### src/rtl/brfwd_pkg.sv
package brfwd_pkg;

   typedef enum logic [1:0] {
      BSEL_RF  = 2'b00,
      BSEL_WB  = 2'b01,
      BSEL_MEM = 2'b10
   } bsel_e;

   localparam int unsigned BSEL_W = 2;

endpackage

### src/rtl/brfwd_stage_match.sv
// Decides whether one older pipeline stage holds a newer value of the
// branch source register.
module brfwd_stage_match #(
   parameter int unsigned AW      = 5,
   parameter bit          ZERO_HW = 1'b1
) (
   input  logic [AW-1:0] src,
   input  logic [AW-1:0] dst,
   input  logic          wr_en,
   input  logic          gate,
   output logic          hit
);

   logic dst_ok;

   generate
      if (ZERO_HW) begin : g_zero_const
         assign dst_ok = |dst;
      end else begin : g_zero_plain
         assign dst_ok = 1'b1;
      end
   endgenerate

   assign hit = gate & wr_en & dst_ok & (src == dst);

endmodule

### src/rtl/brfwd_pick.sv
// Resolves the two stage hits into the mux select. The memory stage is
// newer, so it wins. A memory-stage load has no data yet and yields the
// register file, which leaves the case to the stall unit.
module brfwd_pick
   import brfwd_pkg::*;
(
   input  logic  mem_hit,
   input  logic  mem_load,
   input  logic  wb_hit,
   input  logic  wb_shadowed,
   output bsel_e sel
);

   always_comb begin
      sel = BSEL_RF;
      if (mem_hit) begin
         sel = mem_load ? BSEL_RF : BSEL_MEM;
      end else if (wb_hit && !wb_shadowed) begin
         sel = BSEL_WB;
      end
   end

endmodule

### src/rtl/brfwd_unit.sv
module brfwd_unit
   import brfwd_pkg::*;
#(
   parameter int unsigned AW      = 5,
   parameter bit          ZERO_HW = 1'b1
) (
   input  logic [AW-1:0] id_rs,
   input  logic          id_is_branch,
   input  logic [AW-1:0] mem_rd,
   input  logic          mem_gpr_we,
   input  logic          mem_is_load,
   input  logic [AW-1:0] wb_rd,
   input  logic          wb_gpr_we,
   output logic [1:0]    fwd_sel
);

   localparam int unsigned NREGS = 1 << AW;

   generate
      if (AW < 1 || AW > 8) begin : g_bad_aw
         $error("brfwd_unit: AW must lie in 1..8");
      end
      if (ZERO_HW && NREGS < 2) begin : g_bad_zero
         $error("brfwd_unit: a hardwired zero needs at least two registers");
      end
   endgenerate

   logic  mem_hit;
   logic  wb_hit;
   logic  wb_shadowed;
   bsel_e sel;

   brfwd_stage_match #(.AW(AW), .ZERO_HW(ZERO_HW)) u_mem_match (
      .src   (id_rs),
      .dst   (mem_rd),
      .wr_en (mem_gpr_we),
      .gate  (id_is_branch),
      .hit   (mem_hit)
   );

   brfwd_stage_match #(.AW(AW), .ZERO_HW(ZERO_HW)) u_wb_match (
      .src   (id_rs),
      .dst   (wb_rd),
      .wr_en (wb_gpr_we),
      .gate  (id_is_branch),
      .hit   (wb_hit)
   );

   assign wb_shadowed = (wb_rd == mem_rd);

   brfwd_pick u_pick (
      .mem_hit     (mem_hit),
      .mem_load    (mem_is_load),
      .wb_hit      (wb_hit),
      .wb_shadowed (wb_shadowed),
      .sel         (sel)
   );

   assign fwd_sel = sel;

endmodule

### config.mk
export PLATFORM = sky130hd
export DESIGN_NAME = brfwd_unit
export DESIGN_NICKNAME = d
export VERILOG_FILES = /design/src/rtl/brfwd_pkg.sv /design/src/rtl/brfwd_stage_match.sv /design/src/rtl/brfwd_pick.sv /design/src/rtl/brfwd_unit.sv
export SDC_FILE = /design/constraint.sdc
export NUM_CORES = 1
export LEC_CHECK = 0
export BUFFER_PORTS_ARGS = -buffer_cell sky130_fd_sc_hd__buf_2
export CAP_MARGIN = 20
export CORE_AREA = 4 4 41 43
export DETAILED_ROUTE_END_ITERATION = 8
export DIE_AREA = 0 0 45 47
export GPL_ROUTABILITY_DRIVEN = 0
export PLACE_DENSITY = 0.45
export SYNTH_ARGS = -nofsm -noshare
export SYNTH_HDL_FRONTEND = slang
export SYNTH_HIERARCHICAL = 1
export SYNTH_SLANG_ARGS = --single-unit
### constraint.sdc
create_clock -name vclk -period 1.2
set_input_delay 0.06 -clock vclk [all_inputs]
set_output_delay 0.06 -clock vclk [all_outputs]
set_load 0.005 [all_outputs]
==> metrics.yaml <==
placement:
  io_buffers: 21
  placed_cells: 65
  placed_area_sq_um: 357
  dp_hpwl_microns: 643
  post-place-ws_ns: 0.0991
power_and_ir_drop:
  p_total_uw: 109
  p_clk_frac: 0
  p_seq_frac: 0
  power_per_cell_area_mw_per_mm2: 305
  p_leak_nw: 0.150
  internal-power_uw: 58.2
  swShare: 0.465
  ir_drop_v: 0.000110
  combPwrFrac: 1.000
  p_sw_uw: 50.6
floorplan:
  dieHeight_microns: 47
  die_area_sq_mm: 0.00212
  rows: 13
  fp.coreArea_sq_mm: 0.00130
  start_util: 0.179
  ios: 21
  die_x_microns: 45
grt:
  grt_pass1_vias: 271
  overflow: 0
  grt_pass1_wl_mm: 1.13
  grtUsageTotal: 0.0692
  antenna_found_initial: 0
  grt_max_degree: 5
drt:
  drt-met1-wl_microns: 280
  drt_iter0_markers: 2
  vias: 265
  routed_wl_microns: 663
  drt_first_pass_iters: 2
  final_antenna_net_count: 0
  highest_layer: "met3"
  routed-wl-met2_microns: 326
  vias_per_cell: 4.08
  drc: 0
  wl_met3_microns: 56
  wl_per_cell_microns: 10.2
sta:
  tightest_slew_ns: 0.239
  finalHoldViolations: 0
  fin_crit_sh: 0.899
  period_needed_ns: 1.08
  setup_tns_ns: 0
  max_slew_margin: 0.840
  setup_slack_ns: 0.122
  grt_setup_unrepaired: "no"
  max_freq_mhz: 927
  setup_viol: 0
  whs_ns: 0.345
  slew_violations: 0
hold_path:
  min_path_type: "in2out"
cts:
  cts_setup_buffers: 0
  cts_hold_buf: 0
  cts-resized-gates: 0
synth:
  syn_inst: 29
  synth.most_common_cell: "xnor2_1"
  yosys.area.top_type_share: 0.414
  ys_top_cells_by_count: "xnor2_1 (11), nand3_1 (3), nor3b_2 (3)"
  syn_avg_cell_area_sq_um: 8.02
  synth-seq-area-share: 0
  ys_types: 10
  synth.largest_area_cell: "xnor2_1"
  synthesis.nets: 48
  synth_area_sq_um: 233
  synth_area_leaders: "xnor2_1 (41%), nor3b_2 (16%), o2111ai_1 (7.5%)"
  yosysWarningCount: 6
run:
  cap_violations: 0
cells_and_area:
  area_growth_pct: 53.2
  nClkBuffers: 0
  seq_cell_count: 0
  final_core_util: 0.274
  drive_above_1_share: 0.520
  design_area_sq_um: 357
  seqCellArea_sq_um: 0
  nFillCells: 160
  layout.nets: 71
  multi_input_area_sq_um: 225
  diodes: 0
  stdcell_count: 65
worst_setup_path:
  startpoint_type: "input pin"
  crit_path_end_kind: "output port"
  cp_max_fo: 3
  required_ns: 1.14
  worstPathArrival_ns: 1.02
  path_class: "in2out"
outcome:
  status: "finished, final reports clean"
[placed cells by master (no fill, tap or decap)]
| cell type | count |
|---|---|
| nor3_2 | 1 |
| nand3_1 | 3 |
| nor4_1 | 2 |
| xnor2_1 | 11 |
| xor2_1 | 2 |
| inv_1 | 2 |
| buf_2 | 21 |
| nor3b_2 | 3 |
| o21ai_0 | 2 |
| o2111ai_1 | 2 |
| nor2b_2 | 1 |
[area by class of cell]
cell class | count | share of cell area
inverter | 2 | 0.0211
timing repair buffer | 21 | 0.295
tap | 15 | 0.0526
multi-input combinational | 27 | 0.632
[per-layer routing]
metal | vias up | global-route usage
met3 | 0 | 0.00766
met2 | 10 | 0.121
met4 | 0 | 0
met1 | 108 | 0.0966
li1 | 147 | -
met5 | - | 0
[power groups by stage]
stage	registers [mW]	logic (mW)	clock network, mW
finish	0	0.109	0
global route	0	0.121	0
CTS	0	0.110	0
detailed placement	0	0.110	0
global placement	0	0.109	0
floorplan	0	0.0537	0
[path summary, 6_finish.rpt]
path | startpoint | cells past startpoint | endpoint
worst max-delay path | mem_rd[0] | 6 | fwd_sel[1]
worst min-delay path | mem_is_load | 3 | fwd_sel[1]
[kinds of logic after synthesis]
logic type,share of synthesized area
xor gates and xnor gates,0.489
and+or+nand+nor,0.360
buffers and inverters,0.0323
AOI/OAI and AO/OA,0.118
[critical path, stage by stage]
cell and delay [ns]:
buf_2 0.13, xnor2_1 0.16, o2111ai_1 0.16, nor3b_2 0.24, nor2b_2 0.16, buf_2 0.11
Note: power is estimated with default switching activity, not from simulation.
